--- src/rtl/dmaag_pkg.sv ---
package dmaag_pkg;

    // Channel controller states
    typedef enum logic [1:0] {
        ST_IDLE = 2'd0,
        ST_XFER = 2'd1,
        ST_DONE = 2'd2
    } chan_state_e;

endpackage

--- src/rtl/dmaag_size_calc.sv ---
// Access width and byte-lane mask for the access at the current offset.
module dmaag_size_calc #(
    parameter int BUS_BYTES = 4,
    parameter int LEN_W     = 16,
    localparam int OFS_W    = $clog2(BUS_BYTES),
    localparam int SZ_W     = OFS_W + 1
) (
    input  logic [OFS_W-1:0]     ofs,
    input  logic [LEN_W-1:0]     rem,
    output logic [SZ_W-1:0]      size,
    output logic [BUS_BYTES-1:0] lanes
);

    logic [SZ_W-1:0] room;
    logic [SZ_W:0]   lane_hi;

    // Bytes left in the current word, starting from the offset
    assign room = SZ_W'(BUS_BYTES) - SZ_W'(ofs);

    always_comb begin
        if (rem < LEN_W'(room)) begin
            size = rem[SZ_W-1:0];
        end else begin
            size = room;
        end
    end

    assign lane_hi = (SZ_W+1)'(ofs) + (SZ_W+1)'(size);

    for (genvar i = 0; i < BUS_BYTES; i++) begin : g_lane
        assign lanes[i] = ((SZ_W+1)'(i) >= (SZ_W+1)'(ofs)) &&
                          ((SZ_W+1)'(i) <  lane_hi);
    end

endmodule

--- src/rtl/dmaag_ptr_regs.sv ---
// Address and remaining-count registers with the write lock.
module dmaag_ptr_regs #(
    parameter int ADDR_W = 32,
    parameter int LEN_W  = 16,
    parameter int SZ_W   = 3
) (
    input  logic              clk,
    input  logic              rst,
    input  logic              load_ok,
    input  logic              wr_addr,
    input  logic [ADDR_W-1:0] addr_in,
    input  logic              wr_len,
    input  logic [LEN_W-1:0]  len_in,
    input  logic              step,
    input  logic [SZ_W-1:0]   step_size,
    output logic [ADDR_W-1:0] addr_q,
    output logic [LEN_W-1:0]  rem_q
);

    always_ff @(posedge clk) begin
        if (rst) begin
            addr_q <= '0;
        end else if (step) begin
            addr_q <= addr_q + ADDR_W'(step_size);
        end else if (load_ok && wr_addr) begin
            addr_q <= addr_in;
        end
    end

    always_ff @(posedge clk) begin
        if (rst) begin
            rem_q <= '0;
        end else if (step) begin
            rem_q <= rem_q - LEN_W'(step_size);
        end else if (load_ok && wr_len) begin
            rem_q <= len_in;
        end
    end

endmodule

--- src/rtl/dmaag_chan_fsm.sv ---
// Channel controller: run / stop / done sequencing and early-stop option.
module dmaag_chan_fsm
    import dmaag_pkg::*;
(
    input  logic        clk,
    input  logic        rst,
    input  logic        wr_ctrl,
    input  logic        en_data,
    input  logic        eot_en_data,
    input  logic        clr_done,
    input  logic        eot_req,
    input  logic        step,
    input  logic        last_step,
    input  logic        rem_zero,
    output chan_state_e state_q,
    output logic        eot_en_q,
    output logic        running,
    output logic        finished
);

    chan_state_e state_d;
    logic        start;
    logic        abort;
    logic        eot_hit;

    assign start   = wr_ctrl && en_data;
    assign abort   = wr_ctrl && !en_data;
    assign eot_hit = eot_req && eot_en_q;

    always_ff @(posedge clk) begin
        if (rst) begin
            eot_en_q <= 1'b0;
        end else if (wr_ctrl) begin
            eot_en_q <= eot_en_data;
        end
    end

    // State register
    always_ff @(posedge clk) begin
        if (rst) begin
            state_q <= ST_IDLE;
        end else begin
            state_q <= state_d;
        end
    end

    // Next-state logic
    always_comb begin
        state_d = state_q;
        unique case (state_q)
            ST_IDLE: begin
                if (start) begin
                    state_d = rem_zero ? ST_DONE : ST_XFER;
                end
            end
            ST_XFER: begin
                if (abort) begin
                    state_d = ST_IDLE;
                end else if ((step && last_step) || eot_hit) begin
                    state_d = ST_DONE;
                end
            end
            ST_DONE: begin
                if (start) begin
                    state_d = rem_zero ? ST_DONE : ST_XFER;
                end else if (clr_done) begin
                    state_d = ST_IDLE;
                end
            end
            default: state_d = ST_IDLE;
        endcase
    end

    // Outputs
    always_comb begin
        running  = 1'b0;
        finished = 1'b0;
        unique case (state_q)
            ST_IDLE: ;
            ST_XFER: running  = 1'b1;
            ST_DONE: finished = 1'b1;
            default: ;
        endcase
    end

endmodule

--- src/rtl/dma_edge_addr_gen.sv ---
// Top: unaligned DMA address and access-width generator.
module dma_edge_addr_gen
    import dmaag_pkg::*;
#(
    parameter int ADDR_W    = 32,
    parameter int LEN_W     = 16,
    parameter int BUS_BYTES = 4,
    localparam int OFS_W    = $clog2(BUS_BYTES),
    localparam int SZ_W     = OFS_W + 1
) (
    input  logic                 clk,
    input  logic                 rst,
    input  logic                 cfg_wr_addr,
    input  logic [ADDR_W-1:0]    cfg_addr_data,
    input  logic                 cfg_wr_len,
    input  logic [LEN_W-1:0]     cfg_len_data,
    input  logic                 cfg_wr_ctrl,
    input  logic                 cfg_en_data,
    input  logic                 cfg_eot_en_data,
    input  logic                 cfg_clr_done,
    input  logic                 eot_req,
    input  logic                 aph_done,
    output logic [ADDR_W-1:0]    cur_addr,
    output logic                 acc_valid,
    output logic [SZ_W-1:0]      acc_size,
    output logic [BUS_BYTES-1:0] acc_lanes,
    output logic                 chan_en,
    output logic                 done
);

    chan_state_e          state_q;
    logic                 eot_en_q;
    logic                 running;
    logic                 finished;
    logic [ADDR_W-1:0]    addr_q;
    logic [LEN_W-1:0]     rem_q;
    logic [SZ_W-1:0]      raw_size;
    logic [BUS_BYTES-1:0] raw_lanes;
    logic                 step;
    logic                 last_step;
    logic                 rem_zero;

    assign step      = running && aph_done;
    assign last_step = (rem_q == LEN_W'(raw_size));
    assign rem_zero  = (rem_q == '0);

    dmaag_size_calc #(
        .BUS_BYTES (BUS_BYTES),
        .LEN_W     (LEN_W)
    ) u_size (
        .ofs   (addr_q[OFS_W-1:0]),
        .rem   (rem_q),
        .size  (raw_size),
        .lanes (raw_lanes)
    );

    dmaag_ptr_regs #(
        .ADDR_W (ADDR_W),
        .LEN_W  (LEN_W),
        .SZ_W   (SZ_W)
    ) u_ptr (
        .clk       (clk),
        .rst       (rst),
        .load_ok   (!running),
        .wr_addr   (cfg_wr_addr),
        .addr_in   (cfg_addr_data),
        .wr_len    (cfg_wr_len),
        .len_in    (cfg_len_data),
        .step      (step),
        .step_size (raw_size),
        .addr_q    (addr_q),
        .rem_q     (rem_q)
    );

    dmaag_chan_fsm u_fsm (
        .clk         (clk),
        .rst         (rst),
        .wr_ctrl     (cfg_wr_ctrl),
        .en_data     (cfg_en_data),
        .eot_en_data (cfg_eot_en_data),
        .clr_done    (cfg_clr_done),
        .eot_req     (eot_req),
        .step        (step),
        .last_step   (last_step),
        .rem_zero    (rem_zero),
        .state_q     (state_q),
        .eot_en_q    (eot_en_q),
        .running     (running),
        .finished    (finished)
    );

    assign cur_addr  = addr_q;
    assign chan_en   = running;
    assign done      = finished;
    assign acc_valid = running;
    assign acc_size  = running ? raw_size  : '0;
    assign acc_lanes = running ? raw_lanes : '0;

endmodule

--- config.mk ---
export PLATFORM = sky130hd
export DESIGN_NAME = dma_edge_addr_gen
export DESIGN_NICKNAME = d
export VERILOG_FILES = /design/src/rtl/dmaag_pkg.sv /design/src/rtl/dmaag_size_calc.sv /design/src/rtl/dmaag_ptr_regs.sv /design/src/rtl/dmaag_chan_fsm.sv /design/src/rtl/dma_edge_addr_gen.sv
export SDC_FILE = /design/constraint.sdc
export NUM_CORES = 1
export LEC_CHECK = 0
export BUFFER_PORTS_ARGS = -buffer_cell sky130_fd_sc_hd__buf_2
export CAP_MARGIN = 40
export CORE_ASPECT_RATIO = 1.75
export CORE_UTILIZATION = 52
export CTS_CLUSTER_SIZE = 30
export DETAILED_ROUTE_END_ITERATION = 6
export HOLD_SLACK_MARGIN = 0.1
export PLACE_DENSITY = 0.81
export SLEW_MARGIN = 40
export SYNTH_ARGS = -nofsm -noshare
export SYNTH_HDL_FRONTEND = slang
export SYNTH_SLANG_ARGS = --single-unit
--- constraint.sdc ---
create_clock -name clk -period 5.5 [get_ports clk]
set_input_delay 0.275 -clock clk [delete_from_list [all_inputs] [get_ports clk]]
set_output_delay 0.275 -clock clk [all_outputs]
set_load 0.1 [all_outputs]
==> impl_metrics.tcl, run 1 <==
set metrics [dict create \
    clock-root-buffer "clkbuf_8" \
    crit_type "flop to output pin" \
    min_path_type "primary input to flop" \
    synth_compound_area_share_pct 25.9 \
    cts_resized 0 \
    worstSetupEndpointType "output pin" \
    antenna_found_initial 0 \
    swShare_pct 49.3 \
    rrSetupSlack_ns 1.14 \
    synth_top_area_share_pct 31.3 \
    cpPeakStageDelay_ns 0.57 \
    hold_violations 0 \
    finalClockSkew_ns 0.0119 \
    arrival_ns 4.37 \
    cellPowerDensity_nw_per_um2 331 \
    dp_hpwl_um 6970 \
    combPwrFrac_pct 46.5 \
    async_flop_share_pct 0 \
    ys_warn_count 0 \
    p_sw_mw 0.635 \
    synth_top_area_cell "dfxtp_1" \
    cts.sinks 51 \
    period_share_pct 84.5 \
    place_congestion 1.01 \
    core_area_um2 5970 \
    hold-path-cell-count 3 \
    cts_tree "built" \
    route.detailed.drc 0 \
    insertion_delay_ns 0.32 \
    clockBufferDepth 2 \
    final_max_slew_viol_count 0 \
    fmax_mhz 215 \
    placed_area_um2 3800 \
    maxCapViolations 0 \
    area_growth_pct 19.6 \
    htreeDepth 2 \
    postCtsSetupRepairBufs 0 \
    grt.total_usage_pct 30.0 \
    rsz0062_at_grt "false" \
    cts-buffers-inserted 5 \
    fp.dieH_um 107 \
    tns_ns 0 \
    grt_pass1_wl_um 15300 \
    antenna_cells 0 \
    nNetsFinal 587 \
    reg2reg_from "u_ptr.rem_q[5]" \
    internal_power_mw 0.653 \
    synth.cell_area_um2 3260 \
    clkTransAtPathRegs_ns 0.10 \
    maxSlewHeadroom_pct 47.9 \
    synth_seq_area_share_pct 31.3 \
    critPathSlowestCell "or4_4" \
    row_count 37 \
    grt_pass1_vias 3556 \
    ys_types 54 \
    initialDrtViolationCount 210 \
    crit_fanout 8 \
    routed_wirelength_um 9630 \
    fill_cells 532 \
    start_util_pct 54.6 \
    synthCells 427 \
    io_buffers 99 \
    status "completed" \
    reg2regPathDepth 11 \
    syn_avg_cell_area_um2 7.63 \
    postRouteAntennaNets 0 \
    synthFlopType "dfxtp_1" \
    leakage_nw 1.61 \
    stdcell_area_um2 3900 \
    path_cells "or4_4 -> or4_4 -> or2_1 -> o21ai_0 -> ha_1 -> fa_1 -> inv_1 -> nor4_1 -> a31oi_1 -> a311oi_1 -> buf_2" \
    setup_viol 0 \
    wire_per_inst_um 16.2 \
    synth-simple-area-share_pct 27.7 \
    die_area_um2 6600 \
    critPathMostFrequentCell "or4_4" \
    worstPathRequired_ns 5.22 \
    synth_top_family_by_area "simple AND/OR/NAND/NOR gates" \
    synth.mux.area_fraction_pct 3.07 \
    irDropWorstVdd_v 0.000206 \
    hp-start "cfg_addr_data[14]" \
    yosys.area_share.xor_xnor_pct 1.08 \
    ios 100 \
    synth_area_leaders "dfxtp_1 31%, nand2_1 6.6%, a31oi_1 4.8%" \
    min_to "u_ptr.addr_q[14]" \
    worstMarginPinSlew_ns 0.780 \
    synth_edf_count 0 \
    grt_overflow 0 \
    seqPwrFrac_pct 35.8 \
    r2r_end "u_ptr.addr_q[26]" \
    power.total_mw 1.29 \
    pwr-share-clk_pct 17.7 \
    crit_cells 11 \
    syn_nets 498 \
    ctsHoldBuffers 0 \
    period_minus_slack_ns 4.65 \
    synthAdderAreaFrac_pct 5.45 \
    viasPerCell 6.25 \
    grt_max_degree 47 \
    first_pass_iters 6 \
    start_kind "flop" \
    chipWidth_um 61.8 \
    path_buf_inv 2 \
    ys_ff_latch 51 \
    drive_gt1_share_pct 24.2 \
    cpLargestDelayFamily "simple AND/OR/NAND/NOR gates" \
    vias 3720 \
]
[synth_stat cells (3+ instances only)]
| cell | n |
|---|---|
| o31a_1 | 3 |
| nand2_1 | 57 |
| ha_1 | 11 |
| or3_1 | 10 |
| nand4_1 | 15 |
| inv_1 | 20 |
| xor2_1 | 3 |
| o211ai_1 | 11 |
| nor3_1 | 8 |
| mux2_2 | 4 |
| or4_4 | 3 |
| nor2b_1 | 3 |
| nor2_1 | 30 |
| mux2i_1 | 4 |
| o21ai_0 | 15 |
| and2_1 | 5 |
| clkbuf_1 | 21 |
| nor4_1 | 8 |
| o221ai_1 | 3 |
| o311ai_0 | 4 |
| dfxtp_1 | 51 |
| a31oi_1 | 25 |
| a21oi_1 | 30 |
| and3_1 | 3 |
| a311oi_1 | 7 |
| a22oi_1 | 8 |
| a211oi_1 | 5 |
| or4_1 | 6 |
| nand3_1 | 20 |
[state kept, by name (all words and copies together), names as in the netlist]
name	count
u_ptr.rem_q	16
u_fsm.state_q	2
u_fsm.eot_en_q	1
u_ptr.addr_q	32
[per-stage QoR]
stage	instances	setup WS (ns)	util [%]	hold slack (ns)
detailed placement	587	1.27	63.7	0.485
floorplan	427	-0.866	-	0.411
finish	595	0.855	65.2	0.197
global route	595	0.650	65.2	0.192
CTS	595	0.917	65.2	0.194
global placement	587	1.24	63.6	0.476
[per-layer routing]
metal	track usage (%)	up-vias	share of wire [%]
met5	0	-	0
met4	16.2	0	3.5
met3	5.19	33	5.9
met2	53.5	154	53
met1	31.4	1744	38
li1	-	1789	-
[power groups by stage]
stage | combinational, mW | clock [mW] | sequential (mW)
floorplan | 0.325 | 0 | 0.615
global placement | 0.588 | 0 | 0.466
detailed placement | 0.595 | 0 | 0.467
CTS | 0.598 | 0.229 | 0.459
global route | 0.639 | 0.243 | 0.467
finish | 0.599 | 0.228 | 0.461
[cells in the final DEF (no fill, tap or decap), types with 15 or more instances in the layout]
master,netlist,routed
a21oi_1,30,30
inv_1,20,20
buf_2,0,98
a31oi_1,25,25
dfxtp_1,51,51
nand3_1,20,20
nand2_1,57,57
nand4_1,15,15
nor2_1,30,30
o21ai_0,15,15
[cells by family (layout without fill, tap and decap cells)]
group / after synthesis / in the layout
buf+inv: 44 / 134
mux: 9 / 9
simple gates: 179 / 179
flops: 51 / 51
fa+ha+maj: 13 / 13
compound gates: 127 / 127
xor+xnor: 4 / 4
[how the worst max path moves through the flow]
stage / end / slack [ns] / start
after floorplan: acc_lanes[0] / -0.87 / u_ptr.addr_q[1]
after CTS: acc_lanes[2] / 0.92 / u_ptr.rem_q[5]
after global routing: acc_lanes[2] / 0.65 / u_ptr.addr_q[1]
after detailed placement: acc_lanes[2] / 1.27 / u_ptr.rem_q[5]
final: acc_lanes[0] / 0.85 / u_ptr.rem_q[5]
after global placement: u_ptr.addr_q[14] / 1.24 / u_ptr.rem_q[5]
[area by class of cell]
class,count,area [um2],area share [%]
clock inverter,3,20.0,0.514
tap,78,97.6,2.50
inverter,21,78.8,2.02
timing repair buffer,105,543,13.9
clock buffer,5,68.8,1.77
multi-input combinational,332,2070,53.1
sequential,51,1020,26.2
[worst min-delay path, stage by stage]
cell and delay (ns):
buf_2 0.09, nand2_1 0.04, a21oi_1 0.05
(Power assumes the default switching activity.)
==> run 2, diff against run 1 <==
- ABC_AREA: not set -> 1
- CORE_UTILIZATION: 52 -> 55
- PLACE_DENSITY: 0.81 -> 0.82
- clock period: 5.5 -> 4.35 ns (I/O delays scaled with it)
==> impl_metrics.tcl, run 2 <==
set metrics [dict create \
    ios 100 \
    row_count 41 \
    synth.most_common_cell "nand2_1" \
    r2r_end "u_ptr.rem_q[11]" \
    cpPeakStageDelay_ns 0.47 \
    reg2reg_from "u_ptr.addr_q[1]" \
    first_pass_iters 5 \
    start_util_pct 56.8 \
    ctsHoldBuffers 0 \
    area_growth_pct 16.0 \
    final_common_cell "nand2_1" \
    postRouteAntennaNets 0 \
    min_path_type "primary input to flop" \
    crit_cells 18 \
    status "completed" \
    ys_ff_latch 51 \
    grt_pass1_wl_um 19400 \
    reg2regPathDepth 21 \
    synthCells 661 \
    synthFlopType "dfxtp_1" \
    grt_pass1_vias 4516 \
    rrSetupSlack_ns 0.78 \
    hold-path-cell-count 3 \
    final_util_pct 65.9 \
    worstPathRequired_ns 4.13 \
    syn_avg_cell_area_um2 6.17 \
    cts_tree "built" \
    die_area_um2 7780 \
    ys_warn_count 0 \
    largest_register_ffs 32 \
    final_max_slew_viol_count 0 \
    route.detailed.drc 0 \
    insertion_delay_ns 0.30 \
    critPathMostFrequentCell "nand2_1" \
    most-common-layout-cells "199 x nand2_1, 99 x buf_2, 84 x nor2_1, 70 x inv_1" \
    cts.sinks 51 \
    grt_max_degree 63 \
    vias 4748 \
    layout.cells.non_filler 836 \
    grt_overflow 0 \
    async_flop_share_pct 0 \
    top_register "u_ptr.addr_q" \
    stdcell_area_um2 4730 \
    ys_types 40 \
    viasPerCell 5.68 \
    dp_hpwl_um 8880 \
    period_share_pct 88.2 \
    maxSlewHeadroom_pct 53.9 \
    clockBufferDepth 2 \
    antenna_cells 0 \
    critPathSlowestCell "fa_1" \
    core_area_um2 7180 \
    synth_top_area_cell "dfxtp_1" \
    start_kind "flop" \
    cellPowerDensity_nw_per_um2 445 \
    syn_nets 732 \
    synth_area_leaders "dfxtp_1 25%, nand2_1 18%, nor2_1 7.7%" \
    setup_viol 0 \
    initialDrtViolationCount 307 \
    clock-root-buffer "clkbuf_16" \
    cts-buffers-inserted 5 \
    yosys-top-cells-count "199 x nand2_1, 84 x nor2_1, 70 x inv_1, 51 x dfxtp_1, 51 x nand3_1" \
    min_to "u_fsm.eot_en_q" \
    nNetsFinal 820 \
    power.total_mw 2.10 \
    leakage_nw 2.21 \
    drive_gt1_share_pct 19.3 \
    antenna_found_initial 0 \
    arrival_ns 3.62 \
    placed_area_um2 4560 \
    fill_cells 701 \
    htreeDepth 2 \
    path_cells "inv_1 -> ha_1 -> inv_1 -> ha_1 -> nand2_1 -> nand2_1 -> nand2_1 -> nand3_2 -> nand2_1 -> o21ai_1 -> ha_1 -> fa_1 -> nand3b_1 -> nand3_1 -> nand3_1 -> nand2_1 -> inv_1 -> buf_2" \
    grt.total_usage_pct 32.8 \
    hp-start "cfg_eot_en_data" \
    hold_violations 0 \
    place_congestion 0.978 \
    dp_cells 828 \
    cts_resized 0 \
    clkTransAtPathRegs_ns 0.07 \
    fmax_mhz 261 \
    tns_ns 0 \
    reg_top3 "u_ptr.addr_q (32), u_ptr.rem_q (16), u_fsm.state_q (2)" \
    wire_per_inst_um 14.4 \
    fp.dieH_um 116 \
    worstSetupEndpointType "output pin" \
    chipWidth_um 67.1 \
    postCtsSetupRepairBufs 0 \
    synth_top_area_share_pct 25.0 \
    irDropWorstVdd_v 0.000346 \
    synth_edf_count 0 \
    finalClockSkew_ns 0.00723 \
    cpLargestDelayFamily "adder cells" \
    worstMarginPinSlew_ns 0.691 \
    synth.cell_area_um2 4080 \
    path_buf_inv 4 \
    synth_seq_area_share_pct 25.0 \
    maxCapViolations 0 \
    crit_fanout 5 \
    period_minus_slack_ns 3.84 \
    rsz0062_at_grt "false" \
    routed_wirelength_um 12000 \
    io_buffers 99 \
    crit_type "flop to output pin" \
]
run 2: how the worst max path moves through the flow:
| stage | start | endpoint |
|---|---|---|
| 2_1_floorplan | u_ptr.addr_q[1] | acc_lanes[3] |
| 3_3_place_gp | u_ptr.addr_q[1] | acc_lanes[0] |
| 3_5_place_dp | u_ptr.addr_q[1] | acc_lanes[2] |
| 4_1_cts | u_ptr.addr_q[1] | acc_lanes[2] |
| 5_1_grt | u_ptr.addr_q[1] | acc_lanes[2] |
| 6_report | u_ptr.addr_q[1] | acc_lanes[2] |
run 2: area by class of cell:
type | count | area, um2 | share of cell area, %
multi-input cells | 515 | 2640 | 55.7
flip-flops and latches | 51 | 1020 | 21.6
repair buffers | 99 | 495 | 10.5
inverters | 77 | 297 | 6.26
clock buffers | 6 | 139 | 2.93
well taps | 86 | 108 | 2.27
clock inverters | 2 | 35.0 | 0.740
run 2: worst reg2reg max path, delay by kind of cell (launching register included):
family | cells | cell delay (ns)
flops | 1 | 0.44
simple gates | 11 | 1.20
buf+inv | 5 | 0.38
compound gates | 2 | 0.57
fa+ha+maj | 3 | 0.88
run 2: per-layer routing:
layer / routed length, um / global-route usage [%] / up-vias / part of all wire, %
met5: 0 / 0 / - / 0
met4: 872 / 25.8 / 0 / 7.3
met3: 708 / 5.81 / 71 / 5.9
met2: 6200 / 58.7 / 214 / 52
met1: 4220 / 31.6 / 2159 / 35
li1: - / - / 2304 / -
run 2: cell families (layout without fill, tap and decap cells):
group | after synthesis | after routing | synth area share, %
and+or+nand+nor | 388 | 388 | 43.9
AOI/OAI and AO/OA | 109 | 109 | 15.3
buffers and inverters | 95 | 184 | 10.4
DFF | 51 | 51 | 25.0
adders and majority gates | 13 | 13 | 4.35
xor gates and xnor gates | 5 | 5 | 1.07
run 2: per-stage QoR:
stage	setup WS [ns]	hold WS, ns
floorplan	0.00779	0.352
global placement	0.979	0.447
detailed placement	0.895	0.457
CTS	0.554	0.145
global route	0.297	0.189
finish	0.511	0.143
run 2: where the power goes:
group          internal, mW  leakage (nW)  switching, mW  total (mW)
Combinational         0.258          1.70          0.770        1.03
Clock                 0.287        0.0868          0.189       0.476
Sequential            0.523         0.421         0.0776       0.601
Total                  1.07          2.21           1.04        2.10
